==> src/rtl/vc_pkg.sv <==
package vc_pkg;
  localparam int unsigned VC_DATA_W  = 32;
  localparam int unsigned VC_MAX_LEN = 64;
  localparam int unsigned VC_ADD_LAT = 6;
  localparam int unsigned VC_MUL_LAT = 7;
endpackage

==> src/rtl/vc_delay_line.sv <==
module vc_delay_line #(
  parameter int unsigned W     = 8,
  parameter int unsigned DEPTH = 1
) (
  input  logic         clk_i,
  input  logic         rst_ni,
  input  logic         vld_i,
  input  logic [W-1:0] data_i,
  output logic         vld_o,
  output logic [W-1:0] data_o
);
  if (DEPTH == 0) begin : g_thru
    assign vld_o  = vld_i;
    assign data_o = data_i;
  end else begin : g_pipe
    logic [DEPTH-1:0] vld_q;
    logic [W-1:0]     data_q [DEPTH];

    // only valid bits are reset; data follows its valid bit
    always_ff @(posedge clk_i or negedge rst_ni) begin
      if (!rst_ni) begin
        vld_q <= '0;
      end else begin
        vld_q[0] <= vld_i;
        for (int s = 1; s < DEPTH; s++) vld_q[s] <= vld_q[s-1];
      end
    end

    always_ff @(posedge clk_i) begin
      data_q[0] <= data_i;
      for (int s = 1; s < DEPTH; s++) data_q[s] <= data_q[s-1];
    end

    assign vld_o  = vld_q[DEPTH-1];
    assign data_o = data_q[DEPTH-1];
  end
endmodule

==> src/rtl/vc_issue_ctrl.sv <==
module vc_issue_ctrl #(
  parameter int unsigned MAX_LEN = vc_pkg::VC_MAX_LEN,
  localparam int unsigned IDX_W  = $clog2(MAX_LEN),
  localparam int unsigned LEN_W  = IDX_W + 1
) (
  input  logic             clk_i,
  input  logic             rst_ni,
  input  logic             start_i,
  input  logic [LEN_W-1:0] len_i,
  input  logic             wr_vld_i,
  input  logic [IDX_W-1:0] wr_idx_i,
  output logic             rd_en_o,
  output logic [IDX_W-1:0] rd_idx_o,
  output logic             busy_o,
  output logic             done_o
);
  logic [LEN_W-1:0] eff_len;
  logic [IDX_W-1:0] cnt_q, last_q;
  logic             issue_q, busy_q, done_q;
  logic             wr_last;

  assign eff_len = (len_i > LEN_W'(MAX_LEN)) ? LEN_W'(MAX_LEN) : len_i;
  assign wr_last = wr_vld_i && (wr_idx_i == last_q);

  always_ff @(posedge clk_i or negedge rst_ni) begin
    if (!rst_ni) begin
      cnt_q   <= '0;
      last_q  <= '0;
      issue_q <= 1'b0;
      busy_q  <= 1'b0;
      done_q  <= 1'b0;
    end else begin
      done_q <= 1'b0;
      if (start_i && !busy_q) begin
        if (len_i == '0) begin
          done_q <= 1'b1;
        end else begin
          busy_q  <= 1'b1;
          issue_q <= 1'b1;
          cnt_q   <= '0;
          last_q  <= IDX_W'(eff_len - 1'b1);
        end
      end else begin
        if (issue_q) begin
          cnt_q <= cnt_q + 1'b1;
          if (cnt_q == last_q) issue_q <= 1'b0;
        end
        // busy spans drain: released only by the last chained write
        if (busy_q && wr_last) begin
          busy_q <= 1'b0;
          done_q <= 1'b1;
        end
      end
    end
  end

  assign rd_en_o  = issue_q;
  assign rd_idx_o = cnt_q;
  assign busy_o   = busy_q;
  assign done_o   = done_q;
endmodule

==> src/rtl/vec_chain_pipe.sv <==
module vec_chain_pipe #(
  parameter int unsigned DATA_W  = vc_pkg::VC_DATA_W,
  parameter int unsigned MAX_LEN = vc_pkg::VC_MAX_LEN,
  parameter int unsigned ADD_LAT = vc_pkg::VC_ADD_LAT,
  parameter int unsigned MUL_LAT = vc_pkg::VC_MUL_LAT,
  localparam int unsigned IDX_W  = $clog2(MAX_LEN),
  localparam int unsigned LEN_W  = IDX_W + 1
) (
  input  logic              clk_i,
  input  logic              rst_ni,
  input  logic              start_i,
  input  logic [LEN_W-1:0]  len_i,
  output logic              rd_en_o,
  output logic [IDX_W-1:0]  rd_idx_o,
  input  logic [DATA_W-1:0] a_i,
  input  logic [DATA_W-1:0] b_i,
  input  logic [DATA_W-1:0] c_i,
  output logic              d_we_o,
  output logic [IDX_W-1:0]  d_idx_o,
  output logic [DATA_W-1:0] d_data_o,
  output logic              busy_o,
  output logic              done_o
);
  localparam int unsigned ADD_W = IDX_W + 2 * DATA_W;
  localparam int unsigned MUL_W = IDX_W + DATA_W;

  logic [DATA_W-1:0] sum_in;
  logic              add_vld;
  logic [ADD_W-1:0]  add_out;
  logic [IDX_W-1:0]  add_idx;
  logic [DATA_W-1:0] add_a, add_sum, prod;

  vc_issue_ctrl #(.MAX_LEN(MAX_LEN)) u_ctrl (
    .clk_i    (clk_i),
    .rst_ni   (rst_ni),
    .start_i  (start_i),
    .len_i    (len_i),
    .wr_vld_i (d_we_o),
    .wr_idx_i (d_idx_o),
    .rd_en_o  (rd_en_o),
    .rd_idx_o (rd_idx_o),
    .busy_o   (busy_o),
    .done_o   (done_o)
  );

  assign sum_in = b_i + c_i;

  // a rides in the adder payload so it meets its own sum at the multiplier
  vc_delay_line #(.W(ADD_W), .DEPTH(ADD_LAT)) u_add_pipe (
    .clk_i  (clk_i),
    .rst_ni (rst_ni),
    .vld_i  (rd_en_o),
    .data_i ({rd_idx_o, a_i, sum_in}),
    .vld_o  (add_vld),
    .data_o (add_out)
  );

  assign {add_idx, add_a, add_sum} = add_out;
  assign prod = add_a * add_sum;

  // chaining: adder output feeds the multiplier the same cycle
  vc_delay_line #(.W(MUL_W), .DEPTH(MUL_LAT)) u_mul_pipe (
    .clk_i  (clk_i),
    .rst_ni (rst_ni),
    .vld_i  (add_vld),
    .data_i ({add_idx, prod}),
    .vld_o  (d_we_o),
    .data_o ({d_idx_o, d_data_o})
  );
endmodule

==> config.mk <==
export PLATFORM = sky130hd
export DESIGN_NAME = vec_chain_pipe
export DESIGN_NICKNAME = d
export VERILOG_FILES = /design/src/rtl/vc_pkg.sv /design/src/rtl/vc_delay_line.sv /design/src/rtl/vc_issue_ctrl.sv /design/src/rtl/vec_chain_pipe.sv
export SDC_FILE = /design/constraint.sdc
export NUM_CORES = 2
export LEC_CHECK = 0
export BUFFER_PORTS_ARGS = -buffer_cell sky130_fd_sc_hd__clkbuf_2
export CAP_MARGIN = 20
export CORE_MARGIN = 1.5
export CORE_UTILIZATION = 50
export CTS_BUF_LIST = sky130_fd_sc_hd__clkbuf_4 sky130_fd_sc_hd__clkbuf_8
export CTS_CLUSTER_SIZE = 40
export DETAILED_ROUTE_END_ITERATION = 8
export HOLD_SLACK_MARGIN = 0.12
export MAX_ROUTING_LAYER = met4
export PLACE_DENSITY = 0.78
export SETUP_SLACK_MARGIN = 0.05
export SYNTH_ARGS = -nofsm -noshare
export SYNTH_HDL_FRONTEND = slang
export SYNTH_HIERARCHICAL = 1
export SYNTH_SLANG_ARGS = --single-unit
==> constraint.sdc <==
create_clock -name clk_i -period 7.2 [get_ports clk_i]
set_input_delay 1.44 -clock clk_i [delete_from_list [all_inputs] [get_ports clk_i]]
set_output_delay 1.44 -clock clk_i [all_outputs]
set_load 0.05 [all_outputs]
==> impl_metrics.tcl <==
set metrics [dict create \
    post-place-ws_ps 243 \
    die_x_um 256 \
    start_util_pct 50.7 \
    drv_slew 0 \
    area_delta_synth_final_pct 13.9 \
    netlist.area_leader.share_pct 42.9 \
    yosysSeqAreaShare_pct 45.1 \
    drt_wl_total_um 59400 \
    cts_root_buffer "clkbuf_8" \
    antenna_found_initial 4 \
    setup_viol 0 \
    post-cts-setup-buffers 0 \
    wire_per_inst_um 15.2 \
    skew_ps 70.3 \
    cp.arrival_ps 7520 \
    netlist_area_um2 32000 \
    clock_latency_ps 750 \
    slowest_stage "dfxtp_1" \
    cpMostUsedCell "fa_1" \
    fp-row-count 92 \
    synth_flop_cell "dfxtp_1" \
    report.final.hold_viol_count 0 \
    io_buffer_count 153 \
    syn-num-nets 3399 \
    rsz0062_at_grt "yes" \
    cp.required_ps 7840 \
    drc 0 \
    cap_violations 0 \
    tightest_slew_ps 1050 \
    first_pass_iters 5 \
    worstPathMaxFanout 9 \
    avgSynthCellArea_um2 11.7 \
    synth_seq_cells 714 \
    syn_inst 2728 \
    grtUsageTotal_pct 19.3 \
    slew_headroom_pct 29.5 \
    status "complete, no violations" \
    yosysUniqueCellTypes 65 \
    numCtsBuffers 105 \
    vias 18400 \
    yosys_warnings 6 \
    synth-edff-count 0 \
    yosysTopAreaCell "dfxtp_1" \
    max_stage_delay_ps 530 \
    worst_setup_path_start_kind "register" \
    place.gp.congestion 0.924 \
    grt_max_degree 29 \
    r2r_slack_ps 320 \
    crit_chain "and2_1 > fa_1 > fa_1 > fa_1 > inv_1 > fa_1 > inv_1 > fa_1 > inv_1 > fa_1 > inv_1 > fa_1 > fa_1 > ha_1 > a21o_1 > a21oi_1 > o22ai_2 > or4b_4 > a31oi_4 > o21ai_2 > a31oi_4 > xnor2_1" \
    synth_most_common_cell "dfxtp_1" \
    ys_top_cells_by_count "686 x dfxtp_1, 409 x fa_1, 409 x inv_1" \
    period_minus_slack_ps 6880 \
    synth_async_sr_flop_share_pct 3.92 \
    grt_pass1_wl_um 97800 \
    criticalPathCategory "register to register" \
    cts.clk_slew.worst_paths_ps 60 \
    setup_tns_ps 0 \
    hp-class "register to register" \
    drive_gt1_share_pct 14.3 \
    cts_tree "done" \
    num_io_pins 154 \
    cts_max_path_buffers 3 \
    coreArea_um2 63200 \
    min_period_over_period_pct 95.5 \
    die_area_um2 65600 \
    ant_nets 0 \
    cts_sinks 714 \
    grt_overflow_total 0 \
    finalNetCount 3632 \
    dp_hpwl_um 45900 \
    worst_slack_ps 322 \
    timing.fmax_mhz 145 \
    viasPerCell 4.72 \
    synth_top_cells_by_area "dfxtp_1 43%, fa_1 26%, ha_1 6.1%" \
    drtIter0Drc 1056 \
    grt_pass1_vias 19700 \
    htreeDepth 3 \
    die_y_um 256 \
    crit_path_end_kind "register" \
]
## routing by layer
layer  vias up  share of wire, %  GRT usage, %
met2       582                48          31.0
met5         -                 0             -
met1      8993                42          23.1
li1       8718                 -             -
met4         0               2.7          7.17
met3       115               7.9          5.47
## cells in the final DEF, fill, tap and decap left out, drive strengths merged, types with 9 or more instances in the layout
cell type and n:
dfxtp 686, inv 418, fa 409, clkbuf 313, nand2 295, and2 273
ha 156, xnor2 94, buf 66, a21oi 47, o21ai 38, xor2 33
dfrtp 28, a21o 27, nor2 24, clkinv 20, nand3 16, o21bai 9
## flip-flops by register name, summed over array words and instances, names as in the netlist
name and flops:
u_ctrl/rd_idx_o 6, u_mul_pipe/g_pipe.vld_q 7, u_ctrl/busy_o 1, u_add_pipe/g_pipe.data_q 420
u_ctrl/rd_en_o 1, u_ctrl/last_q 6, u_add_pipe/g_pipe.vld_q 6, u_mul_pipe/g_pipe.data_q 266
u_ctrl/done_o 1
## worst max-delay path, delay by kind of cell (launching register included)
kind                       cells  cell delay (ps)
xor gates and xnor gates       1              120
adders and majority gates      9             4230
AOI/OAI and AO/OA              6              980
and+or+nand+nor                2              720
buffers and inverters          4              220
DFF                            1              530
## repair_timing
action,4_1_cts,5_1_grt
endpoints found under the setup margin,0,4
hold buffers,0,0
resized for setup,0,4
## cell families after synthesis
| logic type | synth area share [%] |
|---|---|
| adders and majority gates | 31.7 |
| and+or+nand+nor | 10.2 |
| AOI/OAI and AO/OA | 3.57 |
| buffers and inverters | 5.91 |
| DFF | 45.1 |
| xor gates and xnor gates | 3.47 |
| muxes | 0.0781 |
## stage by stage
step           instances  hold slack, ps  cell area (µm²)  util [%]
2_1_floorplan       2728             310            32000         -
3_3_place_gp        3700             310            34000      53.8
3_5_place_dp        3700             312            34000      53.8
4_1_cts             3894             251            36400      57.7
5_1_grt             3898             272            36500      57.7
6_report            3898             270            36500      57.7
## cell type report
| class | instances | area, µm² |
|---|---|---|
| fillers | 5036 | 26700 |
| clock inverters | 34 | 377 |
| clock buffers | 160 | 2060 |
| diodes | 4 | 10.0 |
| flip-flops and latches | 714 | 14400 |
| inverters | 409 | 1540 |
| well taps | 846 | 1060 |
| repair buffers | 219 | 1290 |
| multi-input cells | 1512 | 15700 |
## final timing paths
| check | startpoint | to | cells after the start |
|---|---|---|---|
| hold / removal | u_mul_pipe/g_pipe.data_q[4][13] | u_mul_pipe/g_pipe.data_q[5][13] | 0 |
| min in group asynchronous | rst_ni | u_mul_pipe/g_pipe.vld_q[1] | 1 |
| hold reg to reg | u_mul_pipe/g_pipe.data_q[4][13] | u_mul_pipe/g_pipe.data_q[5][13] | 0 |
| max in group asynchronous | rst_ni | u_mul_pipe/g_pipe.vld_q[6] | 1 |
| setup reg to reg | u_add_pipe/g_pipe.data_q[5][43] | u_mul_pipe/g_pipe.data_q[0][31] | 22 |
| setup / recovery | u_add_pipe/g_pipe.data_q[5][43] | u_mul_pipe/g_pipe.data_q[0][31] | 22 |
Power is left out: the tool's default activity adds up to more than one toggle a clock period on the data nets, which glitch-free logic cannot reach.
